$ cat src/rtl/rtc_ev_pkg.sv
package rtc_ev_pkg;
   localparam int NEV     = 7;
   localparam int EV_SW   = 0;
   localparam int EV_ALM  = 1;
   localparam int EV_SEC  = 2;
   localparam int EV_MIN  = 3;
   localparam int EV_HOUR = 4;
   localparam int EV_DAY  = 5;
   localparam int EV_DALM = 6;
endpackage

$ cat src/rtl/rtc_ev_detect.sv
module rtc_ev_detect
   import rtc_ev_pkg::*;
#(
   parameter int SEC_W  = 6,
   parameter int MIN_W  = 6,
   parameter int HOUR_W = 5,
   parameter int DAY_W  = 15,
   parameter bit DAY_ALARM_EN = 1'b1,
   localparam int HMS_W = SEC_W + MIN_W + HOUR_W,
   localparam int TW    = HMS_W + DAY_W
) (
   input  logic          tick,
   input  logic [TW-1:0] time_now,
   input  logic [TW-1:0] alarm_word,
   output logic [NEV-1:0] ev
);
   logic sec_zero, min_zero, hour_zero, hms_match, full_match;

   assign sec_zero  = (time_now[SEC_W-1:0] == '0);
   assign min_zero  = (time_now[SEC_W +: MIN_W] == '0);
   assign hour_zero = (time_now[SEC_W+MIN_W +: HOUR_W] == '0);
   assign hms_match = (time_now[HMS_W-1:0] == alarm_word[HMS_W-1:0]);

   // the day compare exists only when the variant asks for it
   if (DAY_ALARM_EN) begin : g_dalm
      assign full_match = (time_now == alarm_word);
   end else begin : g_no_dalm
      assign full_match = 1'b0;
   end

   always_comb begin
      ev          = '0;
      ev[EV_SEC]  = tick;
      ev[EV_MIN]  = tick && sec_zero;
      ev[EV_HOUR] = tick && sec_zero && min_zero;
      ev[EV_DAY]  = tick && sec_zero && min_zero && hour_zero;
      ev[EV_ALM]  = tick && hms_match;
      ev[EV_DALM] = tick && full_match;
   end
endmodule

$ cat src/rtl/rtc_ev_stopwatch.sv
module rtc_ev_stopwatch #(
   parameter int SW_W = 16
) (
   input  logic            clk,
   input  logic            rst_n,
   input  logic            tick,
   input  logic            load,
   input  logic [SW_W-1:0] load_val,
   output logic [SW_W-1:0] count,
   output logic            expire
);
   localparam logic [SW_W-1:0] ONE = SW_W'(1);

   logic [SW_W-1:0] cnt_q;

   // expiry is the tick that steps 1 -> 0; a load in the same cycle overrides
   assign expire = tick && !load && (cnt_q == ONE);

   always_ff @(posedge clk or negedge rst_n) begin
      if (!rst_n)
         cnt_q <= '0;
      else if (load)
         cnt_q <= load_val;
      else if (tick && (cnt_q != '0))
         cnt_q <= cnt_q - ONE;
   end

   assign count = cnt_q;
endmodule

$ cat src/rtl/rtc_ev_status.sv
module rtc_ev_status #(
   parameter int N = 7
) (
   input  logic         clk,
   input  logic         rst_n,
   input  logic [N-1:0] set_ev,
   input  logic         clr_wr,
   input  logic [N-1:0] clr_data,
   input  logic         en_wr,
   input  logic [N-1:0] en_wdata,
   output logic [N-1:0] status,
   output logic         irq
);
   logic [N-1:0] st_q;
   logic [N-1:0] en_q;

   for (genvar i = 0; i < N; i++) begin : g_flag
      always_ff @(posedge clk or negedge rst_n) begin
         if (!rst_n)
            st_q[i] <= 1'b0;
         else if (set_ev[i])
            st_q[i] <= 1'b1;
         else if (clr_wr && clr_data[i])
            st_q[i] <= 1'b0;
      end
   end

   always_ff @(posedge clk or negedge rst_n) begin
      if (!rst_n)
         en_q <= '0;
      else if (en_wr)
         en_q <= en_wdata;
   end

   assign status = st_q;
   assign irq    = |(st_q & en_q);
endmodule

$ cat src/rtl/rtc_event_unit.sv
module rtc_event_unit
   import rtc_ev_pkg::*;
#(
   parameter int SEC_W  = 6,
   parameter int MIN_W  = 6,
   parameter int HOUR_W = 5,
   parameter int DAY_W  = 15,
   parameter int SW_W   = 16,
   parameter bit DAY_ALARM_EN = 1'b1,
   localparam int TW = SEC_W + MIN_W + HOUR_W + DAY_W
) (
   input  logic            clk,
   input  logic            rst_n,
   input  logic            tick,
   input  logic [TW-1:0]   time_now,
   input  logic [TW-1:0]   alarm_word,
   input  logic            sw_load,
   input  logic [SW_W-1:0] sw_load_val,
   input  logic            en_wr,
   input  logic [NEV-1:0]  en_wdata,
   input  logic            clr_wr,
   input  logic [NEV-1:0]  clr_data,
   output logic [NEV-1:0]  status,
   output logic            irq,
   output logic [SW_W-1:0] sw_count
);
   if (TW > 64) begin : g_bad_tw
      $error("rtc_event_unit: time word wider than 64 bits");
   end
   if (SW_W < 2) begin : g_bad_sw
      $error("rtc_event_unit: stopwatch needs at least 2 bits");
   end

   logic [NEV-1:0] det_ev;
   logic [NEV-1:0] set_ev;
   logic           sw_exp;

   rtc_ev_detect #(
      .SEC_W(SEC_W), .MIN_W(MIN_W), .HOUR_W(HOUR_W), .DAY_W(DAY_W),
      .DAY_ALARM_EN(DAY_ALARM_EN)
   ) u_det (
      .tick(tick), .time_now(time_now), .alarm_word(alarm_word), .ev(det_ev)
   );

   rtc_ev_stopwatch #(.SW_W(SW_W)) u_sw (
      .clk(clk), .rst_n(rst_n), .tick(tick), .load(sw_load),
      .load_val(sw_load_val), .count(sw_count), .expire(sw_exp)
   );

   always_comb begin
      set_ev        = det_ev;
      set_ev[EV_SW] = sw_exp;
   end

   rtc_ev_status #(.N(NEV)) u_st (
      .clk(clk), .rst_n(rst_n), .set_ev(set_ev), .clr_wr(clr_wr),
      .clr_data(clr_data), .en_wr(en_wr), .en_wdata(en_wdata),
      .status(status), .irq(irq)
   );
endmodule

$ cat config.mk
export PLATFORM = sky130hd
export DESIGN_NAME = rtc_event_unit
export DESIGN_NICKNAME = d
export VERILOG_FILES = /design/src/rtl/rtc_ev_pkg.sv /design/src/rtl/rtc_ev_detect.sv /design/src/rtl/rtc_ev_stopwatch.sv /design/src/rtl/rtc_ev_status.sv /design/src/rtl/rtc_event_unit.sv
export SDC_FILE = /design/constraint.sdc
export NUM_CORES = 1
export LEC_CHECK = 0
export BUFFER_PORTS_ARGS = -buffer_cell sky130_fd_sc_hd__clkbuf_2
export CAP_MARGIN = 10
export CORE_UTILIZATION = 30
export DETAILED_ROUTE_END_ITERATION = 6
export PLACE_DENSITY = 0.61
export SKIP_LAST_GASP = 1
export SYNTH_ARGS = -nofsm -noshare
export SYNTH_HDL_FRONTEND = slang
export SYNTH_SLANG_ARGS = --single-unit
$ cat constraint.sdc
create_clock -name clk -period 2.6 [get_ports clk]
set_clock_uncertainty 0.15 [all_clocks]
set_input_delay 0.26 -clock clk [delete_from_list [all_inputs] [get_ports clk]]
set_output_delay 0.26 -clock clk [all_outputs]
set_load 0.05 [all_outputs]
# Word-level counts from Yosys, hierarchy flattened
# Index checks and enable logic that the tools add are counted.
# word_totals
ff_bits	30
output_inout_bits	24
word_cells	59
# op_classes
bitwise_logic	1
add_sub_neg	1
eq_ne	3
mux	16
n_reduce_logical	29
# op_table
operator	n
$eq A32 B32 Y1	1
$mux W16	2
$eq A17 B17 Y1	1
$eq A16 B1 Y1 const B	1
$reduce_bool A16 Y1	1
$reduce_bool A2 Y1	8
$sub A16 B1 Y16 const B	1
$logic_and A1 B1 Y1	15
$mux W1	14
$logic_not A6 Y1	2
$and A7 B7 Y7	1
$reduce_or A7 Y1	1
$logic_not A5 Y1	1
$logic_not A1 Y1	1

# Logic depth before layout (Yosys ltp)
# logic_depth
ltp_word	5
mapped_depth	6
mapped_depth_nobuf	6

# Modules after synthesis
# A second synthesis with hierarchy kept.
# unflattened
hier_cells	221
area_unflattened_um2	2060.7
# by_module_without_submodules
module	n_inst	area_each_um2	cells_each
rtc_ev_stopwatch	1	1057.3	125
rtc_ev_status	1	576.8	40
rtc_ev_detect	1	426.7	56

# Worst setup path after synthesis
# No wires, ideal clock.
# synth_path
kind	register -> register
startpoint	reg u_sw.cnt_q[0], in the netlist u_sw.count[0]
endpoint	reg u_sw.cnt_q[13], in the netlist u_sw.count[13]
setup_slack_ns	0.229
n_path_buf	0
required_time_ns	2.368
t_arrival_ns	2.139
path_stages_with_launch	7
cell_sequence	dfrtp_1 > inv_1 > ha_1 > nor3b_1 > and2_1 > or4_1 > a31oi_1
# synth_via
elab_chain_len	3
word_cells_on_any_way	6
# synth_rtl
element	line	rtl
from (decl)	rtc_ev_stopwatch.sv:14	logic [SW_W-1:0] cnt_q;
from (signal assigned)	rtc_ev_stopwatch.sv:23	cnt_q <= load_val;
from (signal assigned)	rtc_ev_stopwatch.sv:25	cnt_q <= cnt_q - ONE;
$sub A16 B1 Y16 or $reduce_bool A16 Y1 (tied branches)	rtc_ev_stopwatch.sv:25, rtc_ev_stopwatch.sv:24	
$mux W16 or $logic_and A1 B1 Y1 (tied branches)	rtc_ev_stopwatch.sv:24	else if (tick && (cnt_q != '0))
$mux W16 or $reduce_bool A2 Y1 (tied branches)	--	
# Parallel ways exist; a longest one is shown, timed or not. The select of a mux whose other input is x is not followed.
# A chain may end at the register's enable or synchronous reset.

# Worst setup path in the final report
# Ends and elaborated chain as after synthesis.

==> qor.csv <==
metric;value;unit
I/O Buffers;123;
FMAX;455;MHz
via count of the first global-routing pass;2185;
TritonCTS clock tree;done;
Leakage;1.39;nW
fraction of layout instances using a drive strength above 1;0.433;
biggest cell delay along the critical path;0.53;ns
synthesis-to-finish area growth;39.9;%
TritonCTS Sinks;30;
net switching fraction of the power;0.335;
worst-case setup slack after placement;0.426;ns
global placer's final weighted congestion;0.800;
placeable core region;6760;um^2
number of buffer and inverter instances along the worst setup path;1;
asr flop ratio synth;1.00;
number of nets produced by synthesis;326;
number of buffers on the longest clock path;2;
clk root buf;clkbuf_8;
maximum vdd drop;0.000278;V
clock input transition at the sequential cells of the worst setup and hold paths;0.07;ns
multi-input combinational cell area;1290;um^2
Overflow after GRT;0;
most frequently used flop master after synthesis;dfrtp_1;
total power divided by cell area;502;nW/um^2
most common cell after layout, fill and taps aside;clkbuf_2;
CTS H-tree lvls;2;
Placement Rows;30;
Critical Path Fanout Max;6;
number of clock buffers inserted by TritonCTS;5;
count of final hold-check violations;0;
# DRC;0;
initial standard-cell utilization of the core;0.308;
max-capacitance violation count;0;
outcome;finished clean;
slowest library cell on the worst path;or4_1;
Synth Register Bits;30;
count of pins over their slew limit;0;
WL per Instance;14.5;um
overall die area;7280;um^2
final critical delay including setup and external delays;2.20;ns
nets;453;
post-detail-place hpwl;5080;um
data arrival time of the worst path;2.24;ns
family with the most delay on the worst path;simple AND/OR/NAND/NOR gates;
average cell area after synthesis;9.30;um^2
total of endpoints with negative setup slack in the final report;0;
setup TNS;0;ns
post-route worst setup slack;0.404;ns
antenna-violating nets left;0;
global-route wire length before repair;9930;um
RSZ-0062 raised after global routing;no;
area used by sequential logic in the layout;751;um^2
element type at the critical path start;flip-flop;
die height;85.3;um
cell area after synthesis;2080;um^2
die width;85.3;um
startpoint-to-endpoint class of the critical path;flip-flop to flip-flop;
Pre-Repair DR Iteration Count;4;
slew at the pin closest to its max-slew limit;0.761;ns
maximum number of pins on one net before global-route repair;31;
number of antenna violations at the first check in global routing;0;
wire length reported by the detailed router;6240;um
Req. time, crit path;2.65;ns
number of unique standard cell types used by synthesis;47;
Worst Hold Class;primary input to flip-flop;
Int Pwr;0.972;mW
share of the cycle needed by the critical path after routing;0.845;
gate count of the mapped netlist;224;
part of the total power dissipated in combinational logic;0.283;
Synth Warn #;0;
number of vias in the routed layout;2211;
# fillers;708;
Slew Limit Headroom;0.492;
Post-Route Hold Slack;0.0397;ns
sequential area share after synthesis;0.360;
element type at the critical path end;flip-flop;
antenna diode count;0;
all-layer global routing usage;0.172;
IO Count;124;
worst path cell trace;inv_1 -> ha_1 -> nor3b_1 -> and2_1 -> or4_1 -> a31oi_1;
count of routing violations after the opening detailed-route iteration;153;
clock latency at the later pin of the worst-skew pair;0.28;ns
commonest non-fill, non-tap cells in the layout;clkbuf_2, xor2_1, dfrtp_1, nand2_1, nor2_1;
proportion of power drawn by flip-flops and latches;0.386;
sw power;0.489;mW
per-cell via count in the routed design;5.13;
Clock Power Share;0.331;
number of flops mapped to enable cells by yosys;0;
-- metal layers --
layer	part of all wire	track usage	up-vias	wire length, um
met5	0	0	-	0
met4	0.012	0.0470	0	72
met3	0.069	0.0447	7	430
met2	0.51	0.313	86	3160
met1	0.41	0.200	1017	2570
li1	-	-	1101	-
-- stage by stage --
step                      cell area, um^2  cells  total power, mW  utilization
after floorplan                      2080    224            0.817            -
after global placement               2790    423            0.985        0.413
after detailed placement             2790    423            0.989        0.413
after CTS                            2910    431             1.48        0.431
after global routing                 2910    431             1.54        0.431
final                                2910    431             1.46        0.431
-- cells by family after synthesis --
group	count (synthesis)	share of synthesized area
DFF	30	0.360
muxes	8	0.0426
and+or+nand+nor	97	0.276
adders and majority gates	2	0.0120
buffers and inverters	12	0.0216
xor gates and xnor gates	32	0.135
AOI/OAI and AO/OA	43	0.153
-- state kept, by name (all words and copies together), names as in the netlist --
signal       flops
u_sw.count      16
u_st.en_q        7
u_st.status      7
-- cells in the mapped netlist, drive strengths merged (2+ instances only) --
cell	number	area [um^2]
xor2	31	272
dfrtp	30	751
nand2	25	96.4
nor2	14	52.6
nand3	13	75.1
nor4	13	126
mux2	7	78.8
o311ai	7	61.3
a21oi	6	30.0
clkbuf	6	22.5
inv	6	22.5
nand4	6	37.5
nor3	5	25.0
o21ai	5	25.0
and3	4	28.8
o2111ai	4	35.0
o211ai	4	30.0
a21o	2	15.0
a22oi	2	15.0
a2bb2oi	2	17.5
a31oi	2	12.5
ha	2	25.0
nand2b	2	12.5
nor3b	2	15.0
o31ai	2	15.0
o41ai	2	17.5
or2	2	12.5
or4	2	15.0
or4b	2	20.0
-- worst paths after layout --
path | from | cells after the start | slack [ns] | endpoint
max | u_sw.count[0]$_DFFE_PN0P_ | 6 | 0.40 | u_sw.count[13]$_DFFE_PN0P_
min | sw_load_val[9] | 3 | 0.04 | u_sw.count[9]$_DFFE_PN0P_
max reg2reg | u_sw.count[0]$_DFFE_PN0P_ | 6 | 0.40 | u_sw.count[13]$_DFFE_PN0P_
min reg2reg | u_st.en_q[6]$_DFFE_PN0P_ | 1 | 0.37 | u_st.en_q[6]$_DFFE_PN0P_
max in group asynchronous | rst_n | 2 | 1.38 | u_sw.count[11]$_DFFE_PN0P_
min in group asynchronous | rst_n | 2 | 0.44 | u_st.en_q[6]$_DFFE_PN0P_
-- tightest hold or removal path, cell delays in order --
cell	delay, ns
clkbuf_2	0.08
nand2_1	0.04
nand3_1	0.06
-- repair_timing --
item	CTS	global route
buffers inserted	0	0
gates resized for setup	0	0
endpoints found under the hold margin	30	0
hold buffers	1	0
-- power by group through the flow --
stage | clock (mW) | combinational [mW] | sequential [mW]
finish | 0.483 | 0.414 | 0.564
global route | 0.515 | 0.449 | 0.571
CTS | 0.493 | 0.419 | 0.564
detailed placement | 0 | 0.416 | 0.572
global placement | 0 | 0.414 | 0.571
floorplan | 0 | 0.157 | 0.661
-- final cells by class --
class	instances	share of cell area
multi-input combinational	182	0.442
tap	80	0.0343
sequential	30	0.258
clock buffer	6	0.0283
inverter	6	0.00773
timing repair buffer	126	0.220
clock inverter	1	0.0103
(Power assumes the default switching activity.)
